File: src/rtl/stat_rb_pkg.sv
`timescale 1ns/1ps
package stat_rb_pkg;
  localparam logic [1:0] RESP_OKAY = 2'b00;

  typedef enum logic {
    RD_IDLE = 1'b0,
    RD_BUSY = 1'b1
  } rd_state_t;
endpackage

File: src/rtl/stat_rst_sync.sv
`timescale 1ns/1ps
module stat_rst_sync #(
  parameter int STAGES = 2
) (
  input  logic clk,
  input  logic rst_n,
  output logic rst_no
);
  logic [STAGES-1:0] sync_q;

  always_ff @(posedge clk or negedge rst_n) begin
    if (!rst_n) sync_q <= '0;
    else        sync_q <= {sync_q[STAGES-2:0], 1'b1};
  end

  assign rst_no = sync_q[STAGES-1];
endmodule

File: src/rtl/stat_fifo.sv
`timescale 1ns/1ps
module stat_fifo #(
  parameter int DEPTH  = 8,
  parameter int DATA_W = 64
) (
  input  logic              clk,
  input  logic              rst_ni,
  input  logic              wr_en_i,
  input  logic [DATA_W-1:0] wr_data_i,
  input  logic              rd_en_i,
  output logic [DATA_W-1:0] head_o,
  output logic              empty_o,
  output logic              full_o
);
  localparam int PTR_W = (DEPTH > 1) ? $clog2(DEPTH) : 1;
  localparam int CNT_W = $clog2(DEPTH + 1);
  localparam logic [PTR_W-1:0] LAST_IDX = PTR_W'(DEPTH - 1);
  localparam logic [CNT_W-1:0] FULL_CNT = CNT_W'(DEPTH);

  logic [DATA_W-1:0] mem [DEPTH];
  logic [PTR_W-1:0]  wr_ptr_q, wr_ptr_d;
  logic [PTR_W-1:0]  rd_ptr_q, rd_ptr_d;
  logic [CNT_W-1:0]  cnt_q, cnt_d;
  logic              accept, take;

  assign empty_o = (cnt_q == '0);
  assign full_o  = (cnt_q == FULL_CNT);
  assign head_o  = mem[rd_ptr_q];

  // a push into a full queue survives only when a slot frees up this cycle
  assign take   = rd_en_i && !empty_o;
  assign accept = wr_en_i && (!full_o || take);

  always_comb begin
    wr_ptr_d = wr_ptr_q;
    rd_ptr_d = rd_ptr_q;
    cnt_d    = cnt_q;
    if (accept) wr_ptr_d = (wr_ptr_q == LAST_IDX) ? '0 : wr_ptr_q + 1'b1;
    if (take)   rd_ptr_d = (rd_ptr_q == LAST_IDX) ? '0 : rd_ptr_q + 1'b1;
    case ({accept, take})
      2'b10:   cnt_d = cnt_q + 1'b1;
      2'b01:   cnt_d = cnt_q - 1'b1;
      default: cnt_d = cnt_q;
    endcase
  end

  always_ff @(posedge clk or negedge rst_ni) begin
    if (!rst_ni) begin
      wr_ptr_q <= '0;
      rd_ptr_q <= '0;
      cnt_q    <= '0;
    end else begin
      wr_ptr_q <= wr_ptr_d;
      rd_ptr_q <= rd_ptr_d;
      cnt_q    <= cnt_d;
    end
  end

  // storage carries no reset; the write enable is the clock enable
  always_ff @(posedge clk) begin
    if (accept) mem[wr_ptr_q] <= wr_data_i;
  end

  assert_no_overflow_R3: assert property (@(posedge clk) disable iff (!rst_ni)
    cnt_q <= FULL_CNT);

  assert_full_drop_R3: assert property (@(posedge clk) disable iff (!rst_ni)
    (full_o && wr_en_i && !rd_en_i) |=> (full_o && $stable(rd_ptr_q) && $stable(wr_ptr_q)));

  assert_push_on_pop_R9: assert property (@(posedge clk) disable iff (!rst_ni)
    (full_o && wr_en_i && rd_en_i) |=> full_o);

  assert_no_read_empty_R6: assert property (@(posedge clk) disable iff (!rst_ni)
    rd_en_i |-> !empty_o);
endmodule

File: src/rtl/stat_rd_port.sv
`timescale 1ns/1ps
module stat_rd_port
  import stat_rb_pkg::*;
#(
  parameter int ADDR_W = 12,
  parameter int DATA_W = 64
) (
  input  logic              clk,
  input  logic              rst_ni,
  input  logic              q_empty_i,
  input  logic [DATA_W-1:0] q_head_i,
  output logic              q_pop_o,
  input  logic [ADDR_W-1:0] araddr_i,
  input  logic              arvalid_i,
  output logic              arready_o,
  output logic [DATA_W-1:0] rdata_o,
  output logic [1:0]        rresp_o,
  output logic              rvalid_o,
  input  logic              rready_i
);
  rd_state_t         state_q, state_d;
  logic [DATA_W-1:0] rdata_q;
  logic              load_en;

  assign arready_o = (state_q == RD_IDLE) && !q_empty_i;
  assign load_en   = arvalid_i && arready_o;
  assign q_pop_o   = load_en;

  always_comb begin
    state_d = state_q;
    case (state_q)
      RD_IDLE: if (load_en)  state_d = RD_BUSY;
      RD_BUSY: if (rready_i) state_d = RD_IDLE;
      default: state_d = RD_IDLE;
    endcase
  end

  always_ff @(posedge clk or negedge rst_ni) begin
    if (!rst_ni) state_q <= RD_IDLE;
    else         state_q <= state_d;
  end

  always_ff @(posedge clk or negedge rst_ni) begin
    if (!rst_ni)      rdata_q <= '0;
    else if (load_en) rdata_q <= q_head_i;
  end

  assign rdata_o  = rdata_q;
  assign rvalid_o = (state_q == RD_BUSY);
  assign rresp_o  = RESP_OKAY;

  assert_load_resp_R4: assert property (@(posedge clk) disable iff (!rst_ni)
    (arvalid_i && arready_o) |=> (rvalid_o && rdata_o == $past(q_head_i)));

  assert_resp_hold_R5: assert property (@(posedge clk) disable iff (!rst_ni)
    (rvalid_o && !rready_i) |=> (rvalid_o && $stable(rdata_o)));

  assert_resp_done_R5: assert property (@(posedge clk) disable iff (!rst_ni)
    (rvalid_o && rready_i) |=> !rvalid_o);

  assert_addr_stable_R8: assert property (@(posedge clk) disable iff (!rst_ni)
    (arvalid_i && !arready_o) |=> $stable(araddr_i));
endmodule

File: src/rtl/axil_status_readback.sv
`timescale 1ns/1ps
module axil_status_readback #(
  parameter int DEPTH     = 8,
  parameter int ADDR_W    = 12,
  parameter int DATA_W    = 64,
  parameter int RST_STAGE = 2
) (
  input  logic              clk,
  input  logic              rst_n,
  input  logic              push_valid_i,
  input  logic [DATA_W-1:0] push_data_i,
  input  logic [ADDR_W-1:0] s_araddr,
  input  logic              s_arvalid,
  output logic              s_arready,
  output logic [DATA_W-1:0] s_rdata,
  output logic [1:0]        s_rresp,
  output logic              s_rvalid,
  input  logic              s_rready
);
  logic              rst_ni;
  logic              q_empty, q_full, q_pop;
  logic [DATA_W-1:0] q_head;

  stat_rst_sync #(.STAGES(RST_STAGE)) u_rst (
    .clk    (clk),
    .rst_n  (rst_n),
    .rst_no (rst_ni)
  );

  stat_fifo #(.DEPTH(DEPTH), .DATA_W(DATA_W)) u_fifo (
    .clk       (clk),
    .rst_ni    (rst_ni),
    .wr_en_i   (push_valid_i),
    .wr_data_i (push_data_i),
    .rd_en_i   (q_pop),
    .head_o    (q_head),
    .empty_o   (q_empty),
    .full_o    (q_full)
  );

  stat_rd_port #(.ADDR_W(ADDR_W), .DATA_W(DATA_W)) u_rd (
    .clk       (clk),
    .rst_ni    (rst_ni),
    .q_empty_i (q_empty),
    .q_head_i  (q_head),
    .q_pop_o   (q_pop),
    .araddr_i  (s_araddr),
    .arvalid_i (s_arvalid),
    .arready_o (s_arready),
    .rdata_o   (s_rdata),
    .rresp_o   (s_rresp),
    .rvalid_o  (s_rvalid),
    .rready_i  (s_rready)
  );

  assert_ready_gate_R6: assert property (@(posedge clk) disable iff (!rst_ni)
    (s_rvalid || q_empty) |-> !s_arready);

  assert_ready_after_push_R2: assert property (@(posedge clk) disable iff (!rst_ni)
    (q_empty && push_valid_i && !s_rvalid) |=> s_arready);

  assert_full_has_data_R3: assert property (@(posedge clk) disable iff (!rst_ni)
    q_full |-> !q_empty);
endmodule

File: config.mk
export PLATFORM = sky130hd
export DESIGN_NAME = axil_status_readback
export DESIGN_NICKNAME = d
export VERILOG_FILES = /design/src/rtl/stat_rb_pkg.sv /design/src/rtl/stat_rst_sync.sv /design/src/rtl/stat_fifo.sv /design/src/rtl/stat_rd_port.sv /design/src/rtl/axil_status_readback.sv
export SDC_FILE = /design/constraint.sdc
export NUM_CORES = 1
export LEC_CHECK = 0
export BUFFER_PORTS_ARGS = -buffer_cell sky130_fd_sc_hd__clkbuf_2
export CAP_MARGIN = 20
export CORE_MARGIN = 8
export CORE_UTILIZATION = 60
export CTS_CLUSTER_SIZE = 16
export DETAILED_ROUTE_END_ITERATION = 10
export PLACE_DENSITY = 0.79
export SETUP_SLACK_MARGIN = 0.02
export SLEW_MARGIN = 20
export SYNTH_ARGS = -nofsm -noshare
export SYNTH_HDL_FRONTEND = slang
export SYNTH_SLANG_ARGS = --single-unit
File: constraint.sdc
create_clock -name clk -period 3.19 [get_ports clk]
set_input_delay 0.638 -clock clk [delete_from_list [all_inputs] [get_ports clk]]
set_output_delay 0.638 -clock clk [all_outputs]
set_load 0.05 [all_outputs]
==> out/qor.txt, run 1 <==
Pre-antenna DRT Iters: 5
Clk pwr share: 26.2%
clock tree buffer depth: 3
Ys Warns: 0
# IOs: 149
Arr. time, crit path: 2.80 ns
pwr dens: 952 nW/µm²
Max VDD drop: 765 µV
Power Internal: 16.0 mW
adder-cell share of the synthesized area: 0.390%
drt via density: 5.99
die height: 209 µm
Vias: 11865
top-area cell type share of the netlist area: 68.5%
Slew HR: 34.8%
Compound-Gate Fraction of Synth Area: 4.40%
number of antenna violations at the first check in global routing: 6
fmax: 425 MHz
Worst-Skew Late Latency: 0.60 ns
switching pwr: 8.51 mW
WHS: 0.220 ns
CTS H-tree depth: 2
largest net degree at the start of global routing: 70
FP Rows: 71
top cells by area, synth: edfxtp_1, mux2i_1, dfrtp_1, a22oi_1, nand2_1
Sw Ratio: 34.7%
# port buffers: 134
FF-to-FF setup slack: 0.84 ns
Final Critical Period: 2.35 ns
ANT nets after route: 0
Synth Area in Simple Gates: 4.49%
Finished Layout Cells: 1980
starting density of the core: 60.3%
routed wire length: 46200 µm
Async SR Flop Fraction: 13.1%
Post-synth top flop: edfxtp_1
Comb pwr share: 30.7%
number of remaining DRC errors: 0
Slew Limit Fails: 0
DR iter-0 viols: 836
die area: 43900 µm²
capturing point of the worst reg2reg path: u_fifo.cnt_q[2]
Root Buffer: clkbuf_16
status: finished clean
mux contribution to synthesized area: 11.6%
synth unique cells: 32
Hold Vio Cnt, Final: 0
Reg power frac: 43.1%
Leak: 9.62 nW
Worst Setup Start Kind: register
Final Skew: 0.0297 ns
FF-to-FF Start: u_fifo.cnt_q[1]
RSZ-0062 raised after global routing: false
commonest non-fill, non-tap cell in the layout: edfxtp_1
Setup violations, final: 0
dpl hpwl: 24900 µm
vias in the first global route: 12353
Seq/Total Area, Yosys: 77.0%
die width: 209 µm
CP max FO: 7
fin nets: 1547
Inst Count DP: 1874
area delta synth->final: 14.7%
overall routing resource usage: 20.8%
hold_sp: s_rready
cells after synthesis: 1301
Avg WL per Cell: 23.3 µm
CORE AREA: 37200 µm²
R2R depth: 10
most frequent cells in the layout: edfxtp_1, mux2i_1, nand2_1
Data required, critical path: 3.64 ns
maxcap violations: 0
FF+latch count, synth: 589
clk sink count: 589
CP endpoint kind: register
clock buffers created by TritonCTS: 55
kind of critical path: register to register
Post-Synth XOR/XNOR Area: 0.195%
EDFF count, synth: 512
grt ovf: 0
share of cells above drive strength 1: 18.5%
largest area contributor in the netlist: edfxtp_1
GPL Wtd Cong: 0.731
global-route wire length before repair: 70700 µm
end of the worst hold path: u_rd.rvalid_o
largest family of logic cells by synthesized area: multiplexers
synthesized area: 22500 µm²
CTS tree: done
CTS clk-pin slew, worst paths: 0.06 ns
Hold Path Depth: 2
Syn Area/Cell: 17.3 µm²
final worst-path cycle share: 73.7%
Post-CTS Setup Inserts: 0
HP Class: input pin to register
worst slew pin tran: 0.977 ns
-- worst max-delay path by stage --
| stage | start | end | slack [ns] | cells past startpoint |
|---|---|---|---|---|
| final | u_fifo.cnt_q[1] | u_fifo.cnt_q[2] | 0.84 | 10 |
| after global routing | u_fifo.cnt_q[0] | u_fifo.cnt_q[2] | 0.68 | 10 |
| after CTS | u_fifo.cnt_q[1] | s_arready | 0.82 | 3 |
| after detailed placement | s_arvalid | u_fifo.mem[4][37] | 0.80 | 6 |
| after global placement | s_arvalid | u_fifo.cnt_q[2] | 0.85 | 11 |
| after floorplan | u_rd.rvalid_o | u_fifo.mem[4][0] | -0.35 | 4 |
-- per-stage QoR --
stage / cell area, µm² / util, % / power, mW / setup TNS, ns / setup WS (ns)
floorplan: 22600 / - / 16.1 / -40.60 / -0.350
global placement: 23900 / 64.2 / 18.1 / 0 / 0.854
detailed placement: 23900 / 64.2 / 18.3 / 0 / 0.804
CTS: 25700 / 69.1 / 24.7 / 0 / 0.818
global route: 25800 / 69.2 / 25.6 / 0 / 0.677
finish: 25800 / 69.2 / 24.5 / 0 / 0.838
-- synth_stat cells (all sizes together) (3+ instances only) --
cell type  instances
a22oi            128
nand2b             3
edfxtp           512
xor2               3
nor3               5
clkbuf            25
nor2               8
mux2i            256
dfrtp             77
ha                 7
nor4b              3
buf               48
nand2            137
mux2               4
nand3             67
-- critical path, cell delays in order, from the launching register on --
cell and delay [ns]:
dfrtp_1 0.45, nor3_1 0.34, nand3_4 0.15, nand2_1 0.20, ha_1 0.29, xor2_1 0.11, ha_1 0.18, a21oi_1 0.14
xor2_1 0.16, nor2_1 0.06, xor2_1 0.14
-- power groups by stage --
stage	Combinational (mW)	Sequential (mW)	Clock, mW
after floorplan	4.17	12.0	0
after global routing	8.08	10.7	6.80
after CTS	7.59	10.6	6.51
after detailed placement	7.57	10.7	0
final	7.54	10.6	6.41
after global placement	7.40	10.7	0
-- flip-flops by register name, summed over array words and instances (netlist names) --
signal,count
u_fifo.rd_ptr_q,3
u_fifo.mem,512
u_fifo.wr_ptr_q,3
u_rst.sync_q,2
u_fifo.cnt_q,4
u_rd.rdata_o,64
u_rd.rvalid_o,1
-- layout make-up --
class                           instances  area, µm²
Antenna cell                            2       5.00
Clock buffer                           79       1580
Clock inverter                         23        231
Fill cell                            2330      11500
Inverter                                2       8.76
Multi-Input combinational cell        638       4880
Sequential cell                       589      17300
Tap cell                              474        593
Timing Repair Buffer                  173       1150
-- logic make-up (layout without fill, tap and decap cells) --
kind of cell / count (synthesis) / in the layout
fa+ha+maj: 7 / 7
simple gates: 231 / 231
other cells: 2 / 5
xor+xnor: 5 / 5
flops: 589 / 589
mux: 260 / 260
compound gates: 132 / 132
buf+inv: 75 / 277
-- layer usage --
layer	global-route usage, %	share of wire [%]
met1	26.5	41
met2	36.1	51
met3	3.64	5.4
met4	6.54	2.2
met5	0	0.10
-- timing repair --
action | in CTS | in global routing
hold buffers | 1 | 0
endpoints found under the hold margin | 2 | 0
endpoints found under the setup margin | 0 | 0
gates resized for setup | 0 | 0
No activity file was read; power rests on OpenSTA's default activity.
==> run 2: changes to the inputs <==
==> constraint.sdc (replaced) <==
create_clock -name clk -period 2.2 [get_ports clk]
set_input_delay 0.44 -clock clk [delete_from_list [all_inputs] [get_ports clk]]
set_output_delay 0.44 -clock clk [all_outputs]
set_load 0.05 [all_outputs]
==> run 2 against run 1 <==
  * Non-clock buffer count increased by 14
  * Via count is 1.7% higher
  * Clock skew down 0.019 ns
  * Total power up 47%
  * Count of clock-buffer cells in the layout is 5 higher
  * Clock power increased by 45%
  * Sequential share of layout area down 0.88 points
  * Die area did not move
  * Critical path depth down 6
  * Sequential power rose by 44%
  * Worst hold slack worse by 0.12 ns
==> out/qor.txt, run 2 (synthesis gave the netlist of run 1 again) <==
met3 WL: 3260 µm (+30%)
Data required, critical path: 1.76 ns (-1.88 ns)
clock tree buffer depth: 3 (unchanged)
CP max FO: 3 (-4)
Fillers: 2262 (-2.9%)
critical path's slowest cell: dfrtp_2
CTS clk-pin slew, worst paths: 0.06 ns (about the same)
DR iter-0 viols: 1071 (+28%)
wire length on met1: 19400 µm (+2.9%)
drt via density: 6.05 (+0.90%)
Final Critical Period: 2.11 ns
Leak: 9.73 nW (+1.2%)
CP endpoint kind: output port
met2 wire len: 23800 µm (+0.34%)
RSZ-0062 raised after global routing: true
Vias: 12063 (+1.7%)
number of antenna violations at the first check in global routing: 2 (-4)
Multi-input gate area: 4940 µm² (+1.2%)
GPL Wtd Cong: 0.733 (+0.25%)
vias in the first global route: 12404 (+0.41%)
Hold Vio Cnt, Final: 0 (unchanged)
final worst-path cycle share: 96.0%
Arr. time, crit path: 1.67 ns (-1.13 ns)
dpl hpwl: 25100 µm (+0.95%)
CP bufs+invs: 2 (+2)
Sw Ratio: 34.9% (+0.22 points)
largest reg by FF count: u_fifo.mem
CTS H-tree depth: 2 (unchanged)
pwr dens: 1380 nW/µm² (+45%)
die area: 43900 µm² (unchanged)
CTS tree: done
routed wire length: 47700 µm (+3.3%)
crit path cell chain: nor4_4, buf_4, nor2_1, buf_6
ANT nets after route: 0 (unchanged)
fin nets: 1562 (+0.97%)
total placed instance area: 24200 µm² (+1.3%)
Clk pwr share: 25.7% (-0.5 points)
Setup violations, final: 0 (unchanged)
Worst-Skew Late Latency: 0.61 ns (about the same)
Largest stage delay, worst path: 0.44 ns (about the same)
overall routing resource usage: 21.5% (+0.76 points)
Power Internal: 23.5 mW (+47%)
clock buffers created by TritonCTS: 56 (+1.8%)
Slew HR: 61.0% (+26 points)
Comb pwr share: 31.8% (+1.1 points)
Reg power frac: 42.5% (-0.6 points)
die height: 209 µm (unchanged)
WHS: 0.104 ns (-0.117 ns)
crit-path leading delay family: flip-flops
number of remaining DRC errors: 0 (unchanged)
Post-Layout Inst Area: 26100 µm² (+1.4%)
commonest non-fill, non-tap cell in the layout: edfxtp_1
Max VDD drop: 1160 µV (+52%)
# port buffers: 134 (unchanged)
Root Buffer: clkbuf_16
DR top layer: met5
Tot Pwr: 36.1 mW (+47%)
largest net degree at the start of global routing: 70 (unchanged)
grt ovf: 0 (unchanged)
HP Class: input pin to register
Slew Limit Fails: 0 (unchanged)
share of cells above drive strength 1: 19.8% (+1.3 points)
Final Skew: 0.0103 ns (-0.0194 ns)
CORE AREA: 37200 µm² (unchanged)
clk sink count: 589 (unchanged)
Worst Setup Start Kind: register
area delta synth->final: 16.3%
Pre-antenna DRT Iters: 5 (unchanged)
worst slew pin tran: 0.585 ns (-0.393 ns)
# IOs: 149 (unchanged)
global-route wire length before repair: 72100 µm (+2.0%)
FP Rows: 71 (unchanged)
Largest register FFs: 512 (unchanged)
Avg WL per Cell: 23.9 µm (+2.5%)
Reg area: 17300 µm² (about the same)
starting density of the core: 60.3% (unchanged)
most frequent cells in the layout: edfxtp_1, mux2i_1, nand2_1
fmax: 473 MHz
switching pwr: 12.6 mW (+48%)
die width: 209 µm (unchanged)
kind of critical path: register to output port
maxcap violations: 0 (unchanged)
status: finished clean
[run 2: metal layers]
metal | up-vias | GRT usage (%)
met5 | - | 0
met1 | 6126 | 28.1
met2 | 434 | 36.1
met3 | 97 | 4.22
li1 | 5404 | -
met4 | 2 | 7.29
[run 2: through the flow]
| stage | utilization, % | cells | setup WS (ns) | TNS [ns] |
|---|---|---|---|---|
| final | 70.1 | 1995 | 0.0877 | 0 |
| after global placement | 65.1 | 1884 | 0.0757 | 0 |
| after global routing | 70.1 | 1994 | -0.00409 | -0.00409 |
| after floorplan | - | 1302 | -1.29 | -453.77 |
| after CTS | 70.0 | 1990 | 0.00577 | 0 |
| after detailed placement | 65.1 | 1884 | 0.0292 | 0 |
[run 2: power groups by stage]
stage,Combinational [mW],Sequential [mW],Clock [mW]
2_1_floorplan,6.09,17.4,0
3_3_place_gp,11.2,15.4,0
3_5_place_dp,11.4,15.5,0
4_1_cts,11.5,15.3,9.41
5_1_grt,12.3,15.5,9.82
6_report,11.5,15.3,9.28
[run 2: cell type report]
| type | instances | share of cell area, % |
|---|---|---|
| diodes | 1 | 0.00958 |
| flip-flops and latches | 589 | 66.3 |
| clock inverters | 20 | 0.748 |
| repair buffers | 187 | 5.53 |
| inverters | 2 | 0.0383 |
| clock buffers | 84 | 6.15 |
| well taps | 474 | 2.27 |
| multi-input cells | 638 | 18.9 |
[run 2: final timing paths]
check / start / to / slack [ns] / cells after the start
min in group asynchronous: rst_n / u_rst.sync_q[1] / 0.14 / 2
min: push_data_i[25] / u_fifo.mem[7][25] / 0.10 / 1
max: u_fifo.cnt_q[3] / s_arready / 0.09 / 4
max reg2reg: u_fifo.cnt_q[3] / u_fifo.cnt_q[2] / 0.13 / 10
max in group asynchronous: u_rst.sync_q[1] / u_rd.rvalid_o / 1.13 / 1
min reg2reg: u_rst.sync_q[1] / u_rd.rdata_o[21] / 0.32 / 0
[run 2: what timing repair did]
action	CTS	global route
pin swaps	0	4
gates resized for setup	3	7
endpoints found under the hold margin	3	0
setup buffers	0	4
hold buffers	2	0
cloned	0	0
setup endpoints to repair	2	3
